--- src/rtl/pwm_staged_pkg.sv ---
`timescale 1ns/1ps
package pwm_staged_pkg;
    localparam int PRE_W     = 8;
    localparam int MOD_W     = 8;
    localparam int DUTY_W    = 16;
    localparam int WIN_SHIFT = 5;

    localparam logic [WIN_SHIFT-1:0] OFS_PRE  = 5'h00;
    localparam logic [WIN_SHIFT-1:0] OFS_MOD  = 5'h04;
    localparam logic [WIN_SHIFT-1:0] OFS_DUTY = 5'h08;
    localparam logic [WIN_SHIFT-1:0] OFS_EN   = 5'h18;

    typedef enum logic [1:0] {
        CH_OFF   = 2'd0,
        CH_RUN   = 2'd1,
        CH_ARMED = 2'd2
    } ch_state_e;

    typedef struct packed {
        logic [PRE_W-1:0]  pre;
        logic [MOD_W-1:0]  modv;
        logic [DUTY_W-1:0] duty;
    } ch_cfg_t;
endpackage

--- src/rtl/pwm_staged_regs.sv ---
`timescale 1ns/1ps
module pwm_staged_regs
    import pwm_staged_pkg::*;
#(
    parameter int DATA_W = 32
) (
    input  logic                 clk,
    input  logic                 rst_n,
    input  logic                 sel,
    input  logic                 wr,
    input  logic [WIN_SHIFT-1:0] ofs,
    input  logic [DUTY_W-1:0]    wdata,
    output logic [PRE_W-1:0]     sh_pre,
    output logic [MOD_W-1:0]     sh_mod,
    output logic                 duty_wr,
    output logic                 en_wr,
    output logic                 en_bit,
    output logic [DATA_W-1:0]    rdata
);
    logic [DUTY_W-1:0] sh_duty;
    logic              en_q;
    logic              wr_pre, wr_mod, wr_duty, wr_en;

    assign wr_pre  = sel && wr && (ofs == OFS_PRE);
    assign wr_mod  = sel && wr && (ofs == OFS_MOD);
    assign wr_duty = sel && wr && (ofs == OFS_DUTY);
    assign wr_en   = sel && wr && (ofs == OFS_EN);

    assign duty_wr = wr_duty;
    assign en_wr   = wr_en;
    assign en_bit  = wdata[0];

    always_ff @(posedge clk or negedge rst_n) begin
        if (!rst_n) begin
            sh_pre  <= '0;
            sh_mod  <= '0;
            sh_duty <= '0;
            en_q    <= 1'b0;
        end else begin
            if (wr_pre)  sh_pre  <= wdata[PRE_W-1:0];
            if (wr_mod)  sh_mod  <= wdata[MOD_W-1:0];
            if (wr_duty) sh_duty <= wdata;
            if (wr_en)   en_q    <= wdata[0];
        end
    end

    always_comb begin
        rdata = '0;
        case (ofs)
            OFS_PRE:  rdata = DATA_W'(sh_pre);
            OFS_MOD:  rdata = DATA_W'(sh_mod);
            OFS_DUTY: rdata = DATA_W'(sh_duty);
            OFS_EN:   rdata = DATA_W'(en_q);
            default:  rdata = '0;
        endcase
    end

    AST_SHADOW_HOLD: assert property (@(posedge clk) disable iff (!rst_n)
        !(sel && wr) |=> ($stable(sh_pre) && $stable(sh_mod) && $stable(sh_duty) && $stable(en_q)));
endmodule

--- src/rtl/pwm_staged_chan.sv ---
`timescale 1ns/1ps
module pwm_staged_chan
    import pwm_staged_pkg::*;
(
    input  logic              clk,
    input  logic              rst_n,
    input  logic [PRE_W-1:0]  sh_pre,
    input  logic [MOD_W-1:0]  sh_mod,
    input  logic              duty_wr,
    input  logic [DUTY_W-1:0] duty_in,
    input  logic              en_wr,
    input  logic              en_bit,
    output logic              pwm_o
);
    ch_state_e         state_q, state_d;
    ch_cfg_t           act_q, pend_q, snap;
    logic [PRE_W-1:0]  pre_q;
    logic [MOD_W-1:0]  cnt_q;
    logic [MOD_W-1:0]  last;
    logic              en_set, en_clr, pre_wrap, boundary;

    assign en_set   = en_wr && en_bit;
    assign en_clr   = en_wr && !en_bit;
    assign last     = (act_q.modv == '0) ? '0 : act_q.modv - MOD_W'(1);
    assign pre_wrap = (pre_q == act_q.pre);
    assign boundary = (state_q != CH_OFF) && pre_wrap && (cnt_q == last);

    always_comb begin
        snap.pre  = sh_pre;
        snap.modv = sh_mod;
        snap.duty = duty_in;
    end

    always_comb begin
        state_d = state_q;
        unique case (state_q)
            CH_OFF:   if (en_set) state_d = CH_RUN;
            CH_RUN: begin
                if (en_clr)       state_d = CH_OFF;
                else if (duty_wr) state_d = CH_ARMED;
            end
            CH_ARMED: begin
                if (en_clr)                     state_d = CH_OFF;
                else if (boundary && !duty_wr)  state_d = CH_RUN;
            end
            default:  state_d = CH_OFF;
        endcase
    end

    always_ff @(posedge clk or negedge rst_n) begin
        if (!rst_n) state_q <= CH_OFF;
        else        state_q <= state_d;
    end

    always_ff @(posedge clk or negedge rst_n) begin
        if (!rst_n) begin
            act_q  <= '0;
            pend_q <= '0;
            pre_q  <= '0;
            cnt_q  <= '0;
        end else begin
            unique case (state_q)
                CH_OFF: begin
                    pre_q <= '0;
                    cnt_q <= '0;
                    if (duty_wr) act_q <= snap;
                end
                CH_RUN, CH_ARMED: begin
                    if (en_clr) begin
                        pre_q <= '0;
                        cnt_q <= '0;
                        if (state_q == CH_ARMED) act_q <= pend_q;
                    end else begin
                        if (boundary) begin
                            pre_q <= '0;
                            cnt_q <= '0;
                            if (state_q == CH_ARMED) act_q <= pend_q;
                        end else if (pre_wrap) begin
                            pre_q <= '0;
                            cnt_q <= cnt_q + MOD_W'(1);
                        end else begin
                            pre_q <= pre_q + PRE_W'(1);
                        end
                        if (duty_wr) pend_q <= snap;
                    end
                end
                default: begin
                    pre_q <= '0;
                    cnt_q <= '0;
                end
            endcase
        end
    end

    always_comb begin
        pwm_o = (state_q != CH_OFF) && (DUTY_W'(cnt_q) < act_q.duty);
    end

    AST_STOP_LOW: assert property (@(posedge clk) disable iff (!rst_n)
        (en_clr && state_q != CH_OFF) |=> !pwm_o);
    AST_CNT_RANGE: assert property (@(posedge clk) disable iff (!rst_n)
        (state_q != CH_OFF) |-> (cnt_q <= last));
    AST_ACTIVE_HOLD: assert property (@(posedge clk) disable iff (!rst_n)
        (state_q != CH_OFF && !boundary && !en_clr) |=> $stable(act_q));
    AST_PERIOD_RESTART: assert property (@(posedge clk) disable iff (!rst_n)
        (boundary && !en_clr) |=> (cnt_q == '0 && pre_q == '0));
    AST_START_FRESH: assert property (@(posedge clk) disable iff (!rst_n)
        (state_q == CH_OFF && en_set) |=> (pre_q == '0 && cnt_q == '0 && state_q == CH_RUN));
endmodule

--- src/rtl/pwm_staged_ctrl.sv ---
`timescale 1ns/1ps
module pwm_staged_ctrl
    import pwm_staged_pkg::*;
#(
    parameter int NUM_CH = 4,
    parameter int ADDR_W = 8,
    parameter int DATA_W = 32
) (
    input  logic              clk,
    input  logic              rst_n,
    input  logic              bus_wr,
    input  logic [ADDR_W-1:0] bus_addr,
    input  logic [DATA_W-1:0] bus_wdata,
    output logic [DATA_W-1:0] bus_rdata,
    output logic [NUM_CH-1:0] pwm_out
);
    localparam int CH_IDX_W = ADDR_W - WIN_SHIFT;

    logic [CH_IDX_W-1:0]  ch_idx;
    logic [WIN_SHIFT-1:0] ofs;
    logic [DATA_W-1:0]    rd_arr [NUM_CH];
    logic                 unused_wdata_hi;

    assign ch_idx          = bus_addr[ADDR_W-1:WIN_SHIFT];
    assign ofs             = bus_addr[WIN_SHIFT-1:0];
    assign unused_wdata_hi = ^bus_wdata[DATA_W-1:DUTY_W];

    for (genvar g = 0; g < NUM_CH; g++) begin : g_ch
        logic             sel;
        logic [PRE_W-1:0] sh_pre;
        logic [MOD_W-1:0] sh_mod;
        logic             duty_wr, en_wr, en_bit;

        assign sel = (ch_idx == CH_IDX_W'(g));

        pwm_staged_regs #(.DATA_W(DATA_W)) u_regs (
            .clk     (clk),
            .rst_n   (rst_n),
            .sel     (sel),
            .wr      (bus_wr),
            .ofs     (ofs),
            .wdata   (bus_wdata[DUTY_W-1:0]),
            .sh_pre  (sh_pre),
            .sh_mod  (sh_mod),
            .duty_wr (duty_wr),
            .en_wr   (en_wr),
            .en_bit  (en_bit),
            .rdata   (rd_arr[g])
        );

        pwm_staged_chan u_chan (
            .clk     (clk),
            .rst_n   (rst_n),
            .sh_pre  (sh_pre),
            .sh_mod  (sh_mod),
            .duty_wr (duty_wr),
            .duty_in (bus_wdata[DUTY_W-1:0]),
            .en_wr   (en_wr),
            .en_bit  (en_bit),
            .pwm_o   (pwm_out[g])
        );
    end

    always_comb begin
        bus_rdata = '0;
        for (int i = 0; i < NUM_CH; i++) begin
            if (ch_idx == CH_IDX_W'(i)) bus_rdata = rd_arr[i];
        end
    end

    AST_ABSENT_ZERO: assert property (@(posedge clk) disable iff (!rst_n)
        (int'(ch_idx) >= NUM_CH) |-> (bus_rdata == '0));
endmodule

--- config.mk ---
export PLATFORM = sky130hd
export DESIGN_NAME = pwm_staged_ctrl
export DESIGN_NICKNAME = d
export VERILOG_FILES = /design/src/rtl/pwm_staged_pkg.sv /design/src/rtl/pwm_staged_regs.sv /design/src/rtl/pwm_staged_chan.sv /design/src/rtl/pwm_staged_ctrl.sv
export SDC_FILE = /design/constraint.sdc
export NUM_CORES = 1
export LEC_CHECK = 0
export BUFFER_PORTS_ARGS = -buffer_cell sky130_fd_sc_hd__buf_2
export CORE_ASPECT_RATIO = 1.5
export CORE_MARGIN = 3
export CORE_UTILIZATION = 30
export CTS_CLUSTER_DIAMETER = 40
export CTS_CLUSTER_SIZE = 12
export DETAILED_ROUTE_END_ITERATION = 8
export PLACE_DENSITY = 0.53
export SKIP_LAST_GASP = 1
export SYNTH_ARGS = -nofsm -noshare
export SYNTH_HDL_FRONTEND = slang
export SYNTH_SLANG_ARGS = --single-unit
--- constraint.sdc ---
create_clock -name clk -period 4.3 [get_ports clk]
set_input_delay 0.43 -clock clk [delete_from_list [all_inputs] [get_ports clk]]
set_output_delay 0.43 -clock clk [all_outputs]
set_load 0.005 [all_outputs]
### Word-level counts from Yosys, hierarchy flattened

Cells that the tools add are included.

* register bits: 460
* word-level logic and storage cells: 289
* output and inout port bits: 36
* input bits: 43

* add/sub/neg operators: 12
* eq/ne operators: 46
* bitwise logic cells: 4
* reductions and logical operators: 83
* muxes and demuxes: 88
* order comparisons: 4

Operator list (number)
* two-way mux 32 bit: 20
* two-way mux 8 bit: 36
* case mux 16 bit (4 select lines): 4
* case mux 32 bit (2 select lines): 4
* adder 8 x 1 -> 8 bit, second input constant: 8
* == test 8 bit: 8
* less-than comparator 8 x 16 -> 1 bit: 4
* logical AND 1 bit: 44
* two-way mux 2 bit: 20
* != test 3 x 1 -> 1 bit, second input constant: 12
* AND reduction 3 bit: 12
* logical NOT 8 bit: 4
* subtractor 8 x 1 -> 8 bit, second input constant: 4
* case mux 2 bit (3 select lines): 4
* != test 2 x 1 -> 1 bit, second input constant: 8
* != test 4 x 1 -> 1 bit, second input constant: 4
* nonzero test 2 bit: 8
* == test 2 x 1 -> 1 bit, second input constant: 4
* == test 2 bit, second input constant: 4
* logical NOT 2 bit: 4
* OR reduction 2 bit: 4
* == test 3 x 2 -> 1 bit, second input constant: 2
* == test 5 x 3 -> 1 bit, second input constant: 1
* == test 5 x 4 -> 1 bit, second input constant: 1
* other kinds (6): 13

### Logic depth before layout (Yosys ltp)

Gate-level depths: netlist (run 1).

* depth after elaboration: 8
* gate-level depth with buffers: 11
* depth with buffers taken out: 9

### Modules after synthesis

A second synthesis (run 1) with hierarchy kept.

* cells, all modules: 2058
* area, all modules: 25102.8 sq um

Modules (own cells, without submodules)
* pwm_staged_chan (g_ch[0].u_chan ...): seq. area each 2052.0 sq um, instances 3, area an instance 4372.9 sq um, cells an instance 361
* pwm_staged_regs: seq. area each 825.8 sq um, instances 4, area an instance 1647.8 sq um, cells an instance 123
* pwm_staged_chan (g_ch[3].u_chan): seq. area each 2052.0 sq um, instances 1, area an instance 4344.2 sq um, cells an instance 364
* pwm_staged_ctrl: seq. area each 0.0 sq um, instances 1, area an instance 1048.5 sq um, cells an instance 119

### Worst setup path before layout (run 1)

Ideal clock, no wire load.

* path type: register to register
* start point: reg g_ch[0].u_chan.act_q[16] in the netlist's numbering
* end point: reg g_ch[0].u_chan.act_q[30] in the netlist's numbering
* data arrival time: 2.856 ns
* path buffers: 2
* cell stages (with the launch flop): 12
* setup slack: 1.317 ns
* setup time: 0.128 ns
* required time: 4.172 ns
* cell sequence: dfrtp_1 > clkbuf_1 > inv_1 > ha_1 > nor3b_1 > xnor2_1 > or4bb_1 > o21ai_0 > o2111ai_1 > a31oi_2 > buf_4 > mux2_1

* word-level cells in the longest chain between the ends: 6
* elaborated cells on any way between the ends: 7
* those cells by class: add/sub: 1; eq/ne: 2; mux: 1; reduce/logical: 3

RTL lines
* start: declaration: line pwm_staged_chan.sv:16 `ch_cfg_t act_q, pend_q, snap;`
* start signal: assignment: line pwm_staged_chan.sv:66 `if (duty_wr) act_q <= snap;`
* start signal: assignment: line pwm_staged_chan.sv:72 `if (state_q == CH_ARMED) act_q <= pend_q;`
* start signal: assignment: line pwm_staged_chan.sv:77 `if (state_q == CH_ARMED) act_q <= pend_q;`
* subtractor 8 x 1 -> 8 bit / logical NOT 8 bit (equally long branches): line pwm_staged_chan.sv:24 `assign last = (act_q.modv == '0) ? '0 : act_q.modv - MOD_W'(1);`
* two-way mux 8 bit *: line pwm_staged_chan.sv:24
* == test 8 bit *: line pwm_staged_chan.sv:26 `assign boundary = (state_q != CH_OFF) && pre_wrap && (cnt_q == last);`
* logical AND 1 bit *: line pwm_staged_chan.sv:26
* != test 3 x 1 -> 1 bit (no line) *
* AND reduction 3 bit (no line) *

Mark *: on every way between the ends. The rest lies on a longest branch, timed or not.
A chain may end at the register's enable or synchronous reset.

### Final worst setup path (run 1)

* start point: reg g_ch[2].u_chan.act_q[16] in the netlist's numbering
* end point: reg g_ch[2].u_chan.act_q[11] in the netlist's numbering

* word-level cells in the longest chain between the ends: 6
* elaborated cells on any way between the ends: 7
* those cells by class: add/sub: 1; eq/ne: 2; mux: 1; reduce/logical: 3

RTL lines (line)
* start: declaration: pwm_staged_chan.sv:16
* start signal: assignment: pwm_staged_chan.sv:66
* start signal: assignment: pwm_staged_chan.sv:72
* start signal: assignment: pwm_staged_chan.sv:77
* subtractor 8 x 1 -> 8 bit / logical NOT 8 bit (equally long branches): pwm_staged_chan.sv:24
* two-way mux 8 bit *: pwm_staged_chan.sv:24
* == test 8 bit *: pwm_staged_chan.sv:26
* logical AND 1 bit *: pwm_staged_chan.sv:26
* != test 3 x 1 -> 1 bit (no line) *
* AND reduction 3 bit (no line) *

Marks and branches as above.

==> key figures, run 1 <==
Logic synthesis
  – Post-synth top cells: 460 x dfrtp_1, 369 x mux2_2, 163 x nand2_1
  – Synth async-reset ratio: 100.0%
  – Top-count cell post-synth: dfrtp_1
  – Ranking of synthesized cells by area: dfrtp_1 48%, mux2_2 17%, mux2i_1 4.2%, ha_1 2.9%, nand2_1 2.6%
  – Yosys warning count: 0
  – EDFF count, synth: 0
  – Synth unique cells: 80
  – Register area share after synthesis: 48.31%
  – Yosys reg bits: 460
  – Post-Synthesis Cell Area: roughly 24,000 um^2
  – Synth area leader: dfrtp_1
  – Top cell type's share of synthesized area: about 48%
  – Synth Flop Type: dfrtp_1
  – Cells after Synth: 2,061
  – Syn avg cell area: between 10 and 15 um^2

Timing
  – Fmax: 0.2771 GHz
  – Final setup fails: 0
  – Pins Over Slew Limit: 0
  – Fin crit share: 83.91%
  – Tmin final: around 3.6 ns
  – Final worst slack: about 0.69 ns
  – RSZ-0062 raised after global routing: false
  – Final hold violations: 0
  – Relative slew slack: around a third
  – Slew @ Worst Pin: 0.9836 ns
  – Clock Skews: roughly 0.01 ns
  – TNS Setup: 0 ns

Critical path
  – CP Class: register to register
  – Critical Path RT: around 4.8 ns
  – Reg2reg start: g_ch[2].u_chan.act_q[16]$_DFFE_PN0P_
  – Worst Path Arrival: between 4 and 5 ns
  – Crit end category: register
  – Max FO, Critical Path: 20
  – Startpoint Class: register
  – Setup crit start: g_ch[2].u_chan.act_q[16]$_DFFE_PN0P_

Pwr
  – Worst vdd ir: between 0.0003 and 0.0004 V
  – Leakage: approximately 13 nW
  – PwrDens: between 500 and 600 nW/um^2

Detailed routing
  – DR WL/cell: between 15 and 20 um
  – Detailed Routing Iterations Pass 1: 5
  – DR vias: 15,870
  – Antenna Nets Post-Route: 0
  – Routed wire length: between 60,000 and 70,000 um
  – Vias/cell: 5.065
  – Initial DRC count: between 700 and 800
  – DRC errors left: 0

Place
  – PortBufs: 46
  – Post-Place Setup Slack: about 0.66 ns
  – Post-detail-place hpwl: approximately 42,000 um
  – Placer Congestion: 0.8406

Die
  – Core Box Area: 78,040 um^2
  – Num ports: between 70 and 80
  – Initial core utilization: 30.53%
  – Die Ht: between 300 and 400 um
  – Row cnt: 125
  – Full die area: approximately 83,000 um^2
  – Overall die width: 236.1 um

GRT
  – Gr usage total: 14.50%
  – Pin count of the biggest net entering global routing: approximately 110
  – Initial antenna violation count: 5
  – Total grt overflow: 0
  – First-pass GRT wire length: 96,210 um
  – Number of global-route vias before repair: ~17,000

Worst hold path
  – Min-delay src: bus_wdata[12]
  – Tightest Hold Check Type: primary input to register

Clocking
  – Post-CTS Setup Bufs: 0
  – H-tree Lvls: 2
  – Clock buffer depth: 3
  – TritonCTS buffer count: 52
  – Clk_lat worst skew: between 0.5 and 0.6 ns
  – Clk slew on worst S/H paths: 0.06 ns
  – CTS tree: yes
  – Clock sink total: 460
  – Root buf cell: clkbuf_16

Cells and area
  – Final nets: approximately 2,200
  – Fraction of layout cells with a size suffix above 1: roughly a quarter
  – Area growth from synthesis to layout: 12.32%

Outcome
  – Status: completed

Run
  – Max Cap Viol: 0
==> flip-flops by register name, indices dropped and copies added (netlist names) <==
register / flops
g_ch.u_chan.pend_q: 128
g_ch.u_chan.cnt_q: 32
g_ch.u_regs.en_q: 4
g_ch.u_chan.act_q: 128
g_ch.u_regs.sh_mod: 32
g_ch.u_regs.sh_duty: 64
g_ch.u_chan.state_q: 8
g_ch.u_chan.pre_q: 32
g_ch.u_regs.sh_pre: 32
==> routing by layer <==
| layer | global-route usage, % | up-vias | wire, um |
|---|---|---|---|
| met3 | 1.890 | 109 | 2116 |
| met1 | 16.57 | 8079 | 24180 |
| met2 | 26.71 | 296 | 31210 |
| met4 | 6.834 | 6 | 2836 |
| li1 | - | 7375 | - |
| met5 | 0 | - | 34 |
==> cell usage in the layout, fill, tap and decap left out, drive strengths merged, types with 12 or more instances in the layout <==
| cell type | n |
|---|---|
| a211oi | 22 |
| a21o | 20 |
| a21oi | 40 |
| a221oi | 18 |
| and3 | 23 |
| buf | 87 |
| clkbuf | 64 |
| conb | 16 |
| dfrtp | 460 |
| ha | 56 |
| inv | 67 |
| mux2 | 411 |
| mux2i | 101 |
| nand2 | 163 |
| nand2b | 12 |
| nand3 | 38 |
| nor2 | 113 |
| nor2b | 14 |
| nor3 | 23 |
| nor4 | 20 |
| o21ai | 48 |
| or4 | 18 |
| xnor2 | 42 |
| xor2 | 60 |
==> through the flow <==
stage                     power [W]  hold WS (ns)  utilization, %  area (um^2)  std cells
after floorplan            0.009440        0.1344               -        23880       2076
after global placement      0.01066        0.4457           32.25        25170       3049
after detailed placement    0.01081        0.4483           32.25        25170       3049
after CTS                   0.01512        0.2730           34.28        26760       3130
after global routing        0.01583        0.2718           34.28        26760       3130
final                       0.01490        0.2809           34.29        26760       3132
==> logic make-up (layout without fill, tap and decap cells) <==
| kind of cell | Yosys count | after routing | synth area share, % |
|---|---|---|---|
| AOI/OAI and AO/OA | 238 | 238 | 7.037 |
| xor gates and xnor gates | 103 | 103 | 3.844 |
| adders and majority gates | 56 | 56 | 2.941 |
| buffers and inverters | 194 | 232 | 3.681 |
| DFF | 460 | 460 | 48.31 |
| muxes | 512 | 512 | 23.67 |
| other | 1 | 18 | 0.01574 |
| and+or+nand+nor | 497 | 497 | 10.50 |
==> cell type report <==
cell class | count | area (um^2)
Antenna cell | 2 | 5.005
Clock buffer | 64 | 1408
Timing Repair Buffer | 88 | 633.1
Inverter | 64 | 240.2
Tap cell | 1016 | 1271
Multi-Input combinational cell | 1422 | 11520
Fill cell | 7658 | 51280
Clock inverter | 16 | 172.7
Sequential cell | 460 | 11510
==> critical path, cell delays in order, from the launching register on <==
cell and delay, ns:
dfrtp_1 0.44, inv_1 0.11, ha_1 0.31, nor4b_1 0.47
nand2_1 0.20, a211o_1 0.31, a22oi_1 0.18, nand4bb_1 0.33
a21oi_4 0.54, buf_12 0.25, mux2_2 0.35
==> power by group <==
group	switching, W	total (W)	leakage, nW	internal (W)
Sequential	0.000436	0.00534	6.29	0.00490
Clock	0.00180	0.00423	0.768	0.00243
Combinational	0.00294	0.00533	5.68	0.00240
Total	0.00517	0.0149	12.7	0.00973
==> what timing repair did <==
action | CTS | global route
hold buffers | 1 | 0
endpoints found under the hold margin | 67 | 0
resized for setup | 0 | 0
==> final timing paths <==
check	depth (start not counted)	end	slack, ns
worst max register to register	10	g_ch[2].u_chan.act_q[11]$_DFFE_PN0P_	0.69
worst max-delay path	10	g_ch[2].u_chan.act_q[11]$_DFFE_PN0P_	0.69
max in group asynchronous	3	g_ch[2].u_chan.pend_q[9]$_DFFE_PN0P_	2.81
min in group asynchronous	2	g_ch[0].u_chan.pend_q[2]$_DFFE_PN0P_	0.42
worst min register to register	2	g_ch[0].u_regs.sh_duty[12]$_DFFE_PN0P_	0.47
worst min-delay path	3	g_ch[0].u_regs.sh_duty[12]$_DFFE_PN0P_	0.28
No activity file was read; power rests on OpenSTA's default activity.
==> run 2: changes to the inputs <==
--- a/config.mk
+++ b/config.mk
@@ -5,6 +5,7 @@
 export SDC_FILE = /design/constraint.sdc
 export NUM_CORES = 1
 export LEC_CHECK = 0
+export ABC_AREA = 1
 export BUFFER_PORTS_ARGS = -buffer_cell sky130_fd_sc_hd__buf_2
 export CORE_ASPECT_RATIO = 1.5
 export CORE_MARGIN = 3
==> constraint.sdc (replaced) <==
create_clock -name clk -period 3.8 [get_ports clk]
set_input_delay 0.38 -clock clk [delete_from_list [all_inputs] [get_ports clk]]
set_output_delay 0.38 -clock clk [all_outputs]
set_load 0.005 [all_outputs]
==> run 2 against run 1 <==
  * Setup slack better by 0.10 ns
  * Hold slack worse by 0.20 ns
  * Synthesized area down 1.2%
  * Synthesized cell count up 38%
  * Routed wire length up 4.6%
  * Critical path depth up 5
  * Via count up 14%
  * Design area down 2.5%
  * Clock skew up 0.012 ns
  * Non-clock buffer count down 8
  * Sequential power up 17%
  * Critical path type unchanged
  * Critical endpoint is now g_ch[2].u_chan.act_q[26]$_DFFE_PN0P_
==> key figures, run 2 <==
Outcome
  – Status: completed

Die
  – Initial core utilization: 30.36% (-0.17 points)
  – Num ports: 79 (unchanged)
  – Overall die width: 234.8 um (-0.57%)
  – Row cnt: 125 (unchanged)
  – Die Ht: 349.2 um (-0.57%)
  – Core Box Area: 77,570 um^2 (-0.60%)
  – Full die area: 81,970 um^2 (-1.1%)

Logic synthesis
  – Register area share after synthesis: 48.88% (+0.56 points)
  – Synth area leader: dfrtp_1
  – Yosys reg bits: 460 (unchanged)
  – Synth async-reset ratio: 100.0% (unchanged)
  – Synth unique cells: 46 (-43%)
  – Post-synth top cells: 783 x nand2_1, 460 x dfrtp_1, 428 x o21ai_0
  – Syn avg cell area: 8.289 um^2 (-28%)
  – Top cell type's share of synthesized area: 48.88% (+0.56 points)
  – Cells after Synth: 2,841 (+38%)
  – Yosys warning count: 0 (unchanged)
  – Post-Synthesis Cell Area: 23,550 um^2 (-1.2%)
  – Ranking of synthesized cells by area: dfrtp_1 49%, nand2_1 12%, o21ai_0 9.1%, inv_1 4.2%, o21ai_2 3.6%
  – Top-count cell post-synth: nand2_1
  – Synth Flop Type: dfrtp_1
  – EDFF count, synth: 0 (unchanged)

Pwr
  – PwrDens: 701.3 nW/um^2 (+26%)
  – Worst vdd ir: 0.0003966 V (+30%)
  – Leakage: 11.92 nW (-6.5%)
  – Total power: 0.01830 W (+23%)

Cells and area
  – Fill count: 8,218 (+7.3%)
  – Layout Utilization: 33.63% (-0.66 points)
  – Commonest non-fill, non-tap cell in the layout: nand2_1
  – Most frequent cells in the layout: 783 x nand2_1, 460 x dfrtp_1, 428 x o21ai_0, 264 x inv_1, 119 x nor2_1
  – Area growth from synthesis to layout: 10.79%
  – Final nets: 2,927 (+34%)
  – Fraction of layout cells with a size suffix above 1: 12.26% (-14 points)
  – Largest regs: g_ch.u_chan.act_q x128, g_ch.u_chan.pend_q x128, g_ch.u_regs.sh_duty x64
  – Sequential cell area: 11,510 um^2 (unchanged)
  – Area of the multi-input gates: 10,180 um^2 (-12%)
  – Final instance area: 26,090 um^2 (-2.5%)

GRT
  – Gr usage total: 15.29% (+0.79 points)
  – First-pass GRT wire length: 100,400 um (+4.3%)
  – Total grt overflow: 0 (unchanged)
  – Number of global-route vias before repair: 17,480 (+5.5%)
  – Initial antenna violation count: 1 (-4)
  – Pin count of the biggest net entering global routing: 96 (-10%)

Timing
  – Clock Skews: 0.02223 ns (+0.01229 ns)
  – Slew @ Worst Pin: 1.031 ns (+0.04778 ns)
  – Final setup fails: 0 (unchanged)
  – Pins Over Slew Limit: 0 (unchanged)
  – Fmax: 0.3327 GHz (+20%)
  – Fin crit share: 79.10% (-4.8 points)
  – RSZ-0062 raised after global routing: false
  – TNS Setup: 0 ns (unchanged)
  – Tmin final: 3.006 ns (-0.6023 ns)
  – Final hold violations: 0 (unchanged)
  – Relative slew slack: 30.82% (-2.7 points)
  – Hold slack: 0.08135 ns (-0.1996 ns)

Detailed routing
  – DR vias: 18,140 (+14%)
  – DRC errors left: 0 (unchanged)
  – Routed wire length: 63,150 um (+4.6%)
  – DR WL/cell: 16.34 um (-15%)
  – Initial DRC count: 1,314 (+83%)
  – Vias/cell: 4.694 (-7.3%)
  – Antenna Nets Post-Route: 0 (unchanged)
  – Detailed Routing Iterations Pass 1: 7 (+2)

Place
  – Placed inst area: 24,600 um^2 (-2.3%)
  – Placer Congestion: 0.8061 (-4.1%)
  – PortBufs: 46 (unchanged)
  – Post-detail-place hpwl: 43,430 um (+4.0%)

Critical path
  – Max FO, Critical Path: 32 (+60%)
  – Worst Path Arrival: 3.47 ns (-0.60 ns)
  – Critical Path RT: 4.26 ns (-0.50 ns)
  – Reg2reg start: g_ch[2].u_chan.act_q[16]$_DFFE_PN0P_
  – Startpoint Class: register
  – Setup crit start: g_ch[2].u_chan.act_q[16]$_DFFE_PN0P_
  – Crit end category: register
  – CP Class: register to register

Clocking
  – TritonCTS buffer count: 50 (-3.8%)
  – Post-CTS resize count: 0 (unchanged)
  – Clk slew on worst S/H paths: 0.06 ns (about the same)
  – CTS tree: yes
  – Clk_lat worst skew: 0.59 ns (+0.02 ns)
  – CTS Hold Bufs: 1 (unchanged)
  – H-tree Lvls: 2 (unchanged)
  – Root buf cell: clkbuf_16
  – Post-CTS Setup Bufs: 0 (unchanged)
  – Clock buffer depth: 3 (unchanged)
  – Clock sink total: 460 (unchanged)

Worst hold path
  – Tightest Hold Check Type: primary input to register
  – Min-delay src: bus_wdata[4]

Run
  – Max Cap Viol: 0 (unchanged)
[run 2: worst max-delay path, cell delays in order (launching register included)]
cell      delay [ns]
dfrtp_1         0.40
inv_1           0.15
ha_1            0.20
nand2_1         0.09
nor2_2          0.17
nand2_2         0.17
nand2_2         0.13
nor2_1          0.04
nor2_1          0.14
nand2_1         0.07
nor2_1          0.10
nand3b_1        0.12
nand2_2         0.35
nand2_2         0.49
nand2_1         0.18
nand2_1         0.06
[run 2: cell type report]
type / instances / area share [%]
diodes: 2 / 0.01918
clock buffers: 53 / 4.920
clock inverters: 18 / 0.7433
inverters: 278 / 3.999
multi-input cells: 1958 / 39.04
flip-flops and latches: 460 / 44.12
well taps: 1016 / 4.872
repair buffers: 80 / 2.292
[run 2: through the flow]
stage | std cells | setup WS (ns)
CTS | 3863 | 0.7515
detailed placement | 3791 | 0.6528
global placement | 3791 | 0.6636
global route | 3863 | 0.4589
finish | 3865 | 0.7941
floorplan | 2856 | 1.646
[run 2: worst paths after layout]
check / cells past startpoint / endpoint / slack [ns]
max in group asynchronous: 3 / g_ch[0].u_chan.pre_q[4]$_DFF_PN0_ / 2.41
min in group asynchronous: 2 / g_ch[3].u_chan.cnt_q[5]$_DFFE_PN0P_ / 0.39
min reg2reg: 2 / g_ch[2].u_chan.act_q[1]$_DFFE_PN0P_ / 0.47
max: 15 / g_ch[2].u_chan.act_q[26]$_DFFE_PN0P_ / 0.79
max reg2reg: 15 / g_ch[2].u_chan.act_q[26]$_DFFE_PN0P_ / 0.79
min: 3 / g_ch[0].u_regs.sh_duty[4]$_DFFE_PN0P_ / 0.08
[run 2: where the power goes]
group          switching, W  total (W)  leakage [nW]  internal (W)
Sequential         0.000579    0.00626          6.20       0.00568
Combinational       0.00505    0.00741          4.98       0.00236
Clock               0.00201    0.00463         0.737       0.00262
[run 2: cells by family (layout without fill, tap and decap cells)]
group | after synthesis | count (layout) | synth area share (%)
other | 1 | 18 | 0.01592
AO/OA/AOI/OAI | 656 | 656 | 16.36
flip-flops | 460 | 460 | 48.88
adder cells (fa/ha/maj) | 56 | 56 | 2.975
XOR/XNOR | 61 | 61 | 2.269
AND/OR/NAND/NOR | 1169 | 1169 | 21.36
buffers and inverters | 438 | 429 | 8.145
[run 2: metal layers]
layer	vias to the layer above	track usage (%)	share of wire, %
met3	97	1.618	3.1
met2	291	27.49	50
met4	0	5.826	3.4
met5	-	0	0
li1	9137	-	-
met1	8619	18.80	43
==> run 3: changes to the inputs <==
--- a/config.mk
+++ b/config.mk
@@ -5,7 +5,7 @@
 export SDC_FILE = /design/constraint.sdc
 export NUM_CORES = 1
 export LEC_CHECK = 0
-export ABC_AREA = 1
+export ABC_AREA = 0
 export BUFFER_PORTS_ARGS = -buffer_cell sky130_fd_sc_hd__buf_2
 export CORE_ASPECT_RATIO = 1.5
 export CORE_MARGIN = 3
==> constraint.sdc (replaced) <==
create_clock -name clk -period 2.91 [get_ports clk]
set_input_delay 0.291 -clock clk [delete_from_list [all_inputs] [get_ports clk]]
set_output_delay 0.291 -clock clk [all_outputs]
set_load 0.005 [all_outputs]
==> run 3 against run 2 <==
  * Count of clock-buffer cells in the layout grew 8
  * Hold slack gained 0.044 ns
  * Via count shrank 9.6%
  * Fmax grew 5.1%
==> key figures, run 3 (synthesis gave the netlist of run 1 again) <==
Pwr
  – Internal power: 0.01677 W (+57%)
  – Worst vdd ir: 0.0004846 V (+22%)
  – Clk pwr share: 27.6% (+2.3 points)
  – Leakage: 13.62 nW (+14%)
  – Flop pwr share: 31.3% (-2.9 points)
  – Comb pwr share: 41.1% (+0.6 points)
  – P_sw: 0.008373 W (+9.6%)
  – PwrDens: 882.1 nW/um^2 (+26%)
  – Switching Fraction: 33.30% (-8.5 points)

Clocking
  – H-tree Lvls: 2 (unchanged)
  – Root buf cell: clkbuf_16
  – TritonCTS buffer count: 52 (+4.0%)
  – Clk_lat worst skew: 0.59 ns (about the same)
  – CTS tree: yes
  – Clock buffer depth: 3 (unchanged)
  – Clk slew on worst S/H paths: 0.06 ns (about the same)
  – Clock sink total: 460 (unchanged)

Detailed routing
  – Routed wire length: 64,370 um (+1.9%)
  – DRC errors left: 0 (unchanged)
  – Antenna Nets Post-Route: 0 (unchanged)
  – Detailed Routing Iterations Pass 1: 7 (unchanged)
  – Initial DRC count: 744 (-43%)
  – DR vias: 16,400 (-9.6%)
  – DR WL/cell: 19.78 um (+21%)
  – Vias/cell: 5.038 (+7.3%)

Cells and area
  – Commonest non-fill, non-tap cell in the layout: dfrtp_1
  – Fraction of layout cells with a size suffix above 1: 33.44% (+21 points)
  – Most frequent cells in the layout: 453 x dfrtp_1, 368 x mux2_2, 162 x nand2_1, 128 x buf_4, 109 x nor2_1
  – Final nets: 2,310 (-21%)
  – Largest regs: g_ch.u_chan.act_q x128, g_ch.u_chan.pend_q x128, g_ch.u_regs.sh_duty x64
  – Area growth from synthesis to layout: 19.64%
  – Layout Utilization: 36.52% (+2.9 points)

Worst hold path
  – Min-delay src: bus_wdata[0]
  – Worst Hold Path Cells: 2 (-1)
  – Tightest Hold Check Type: primary input to register
  – Hold Path End: g_ch[2].u_regs.sh_duty[0]$_DFFE_PN0P_

Critical path
  – Crit end category: register
  – CP Class: register to register
  – Reg2reg setup slack: 0.05 ns (-0.75 ns)
  – Setup crit start: g_ch[3].u_chan.act_q[19]$_DFFE_PN0P_
  – Critical Path RT: 3.37 ns (-0.89 ns)
  – R2R Path End: g_ch[3].u_chan.act_q[11]$_DFFE_PN0P_
  – Worst Path Arrival: 3.32 ns (-0.15 ns)
  – Worst-case reg-to-reg path depth: 9 (-6)
  – Startpoint Class: register
  – Reg2reg start: g_ch[3].u_chan.act_q[19]$_DFFE_PN0P_
  – Max FO, Critical Path: 7 (-78%)

Timing
  – Fmax: 0.3495 GHz (+5.1%)
  – TNS Setup: 0 ns (unchanged)
  – Tmin final: 2.861 ns (-0.1450 ns)
  – Fin crit share: 98.31% (+19 points)
  – Final setup fails: 0 (unchanged)
  – Pins Over Slew Limit: 0 (unchanged)
  – Final hold violations: 0 (unchanged)
  – Clock Skews: 0.01439 ns (-0.007839 ns)
  – RSZ-0062 raised after global routing: true
  – Slew @ Worst Pin: 0.8332 ns (-0.1982 ns)
  – Relative slew slack: 44.45% (+14 points)

GRT
  – Pin count of the biggest net entering global routing: 85 (-11%)
  – Initial antenna violation count: 4 (+3)
  – Number of global-route vias before repair: 17,000 (-2.7%)
  – Total grt overflow: 0 (unchanged)
  – Gr usage total: 14.85% (-0.44 points)
  – First-pass GRT wire length: 98,040 um (-2.3%)

Outcome
  – Status: completed

Place
  – PortBufs: 46 (unchanged)
  – Post-detail-place hpwl: 43,290 um (-0.32%)
  – Placer Congestion: 0.8570 (+6.3%)

Die
  – Core Box Area: 78,040 um^2 (+0.60%)
  – Row cnt: 125 (unchanged)
  – Full die area: 82,910 um^2 (+1.1%)
  – Die Ht: 351.1 um (+0.57%)
  – Overall die width: 236.1 um (+0.57%)
  – Initial core utilization: 30.53% (+0.17 points)
  – Num ports: 79 (unchanged)

Run
  – Max Cap Viol: 0 (unchanged)
==> run 3: cell count changes in the layout (fill, tap and decap cells not counted), moves of 101 or more <==
cell	change
mux2_2	+368
mux2i_1	+101
nand2_1	-621
o21ai_0	-384
buf_4	+103
inv_1	-201
==> run 3: cell type report <==
type                       instances  area, um^2
antenna                            2       5.005
timing repair buffer             211        1874
sequential                       460       11520
clock buffer                      61        1426
clock inverter                    19       345.3
fill                            7587       49540
multi-input combinational       1422       11820
inverter                          64       240.2
tap                             1016        1271
==> run 3: routing by layer <==
layer	vias up	routed length [um]	global-route usage (%)
met5	-	27	0
met4	4	2983	6.648
met3	118	1996	1.741
met2	286	33920	27.57
met1	8374	25440	17.04
li1	7616	-	-
==> run 3: worst max-delay path, cell delays in order (launching register included) <==
cell and delay [ns]:
dfrtp_1 0.40, or3_4 0.40, or4_4 0.54, and3_4 0.19, nor4_4 0.16, nand4_1 0.22
a21oi_4 0.24, buf_6 0.15, buf_12 0.13, mux2_1 0.32
==> run 3: metrics by stage <==
step / power [W] / area, um^2 / hold WS (ns) / std cells / worst slack, ns
2_1_floorplan: 0.01395 / 23890 / -0.004591 / 2076 / 0.02762
3_3_place_gp: 0.01645 / 25840 / 0.3227 / 3125 / 0.01047
3_5_place_dp: 0.01664 / 25840 / 0.3210 / 3125 / -0.02763
4_1_cts: 0.02384 / 27700 / 0.08498 / 3210 / -0.005485
5_1_grt: 0.02655 / 28500 / 0.1079 / 3253 / -0.07570
6_report: 0.02514 / 28500 / 0.1249 / 3255 / 0.04908
==> run 3: timing repair <==
action                                  in CTS  in global routing
hold buffers                                 1                  0
gates cloned                                 0                  8
endpoints found under the hold margin       60                  0
pin swaps                                    5                 27
endpoints found under the setup margin      72                108
resized for setup                            9                 70
setup buffers                                4                 35
==> run 3: power groups by stage <==
stage          logic [W]  clock network, W  registers, W
3_3_place_gp     0.00851                 0       0.00793
5_1_grt           0.0112           0.00739       0.00798
6_report          0.0103           0.00694       0.00788
4_1_cts          0.00885           0.00713       0.00786
3_5_place_dp     0.00867                 0       0.00797
2_1_floorplan    0.00620                 0       0.00775
==> run 3: worst max path at each step <==
stage | end | slack [ns] | cells after the start
final | g_ch[3].u_chan.act_q[11]$_DFFE_PN0P_ | 0.05 | 9
after detailed placement | g_ch[3].u_chan.act_q[11]$_DFFE_PN0P_ | -0.03 | 8
after floorplan | g_ch[0].u_chan.act_q[30]$_DFFE_PN0P_ | 0.03 | 11
after global routing | g_ch[1].u_chan.act_q[20]$_DFFE_PN0P_ | -0.08 | 8
after global placement | g_ch[3].u_chan.act_q[9]$_DFFE_PN0P_ | 0.01 | 8
after CTS | pwm_out[2] | -0.005 | 9
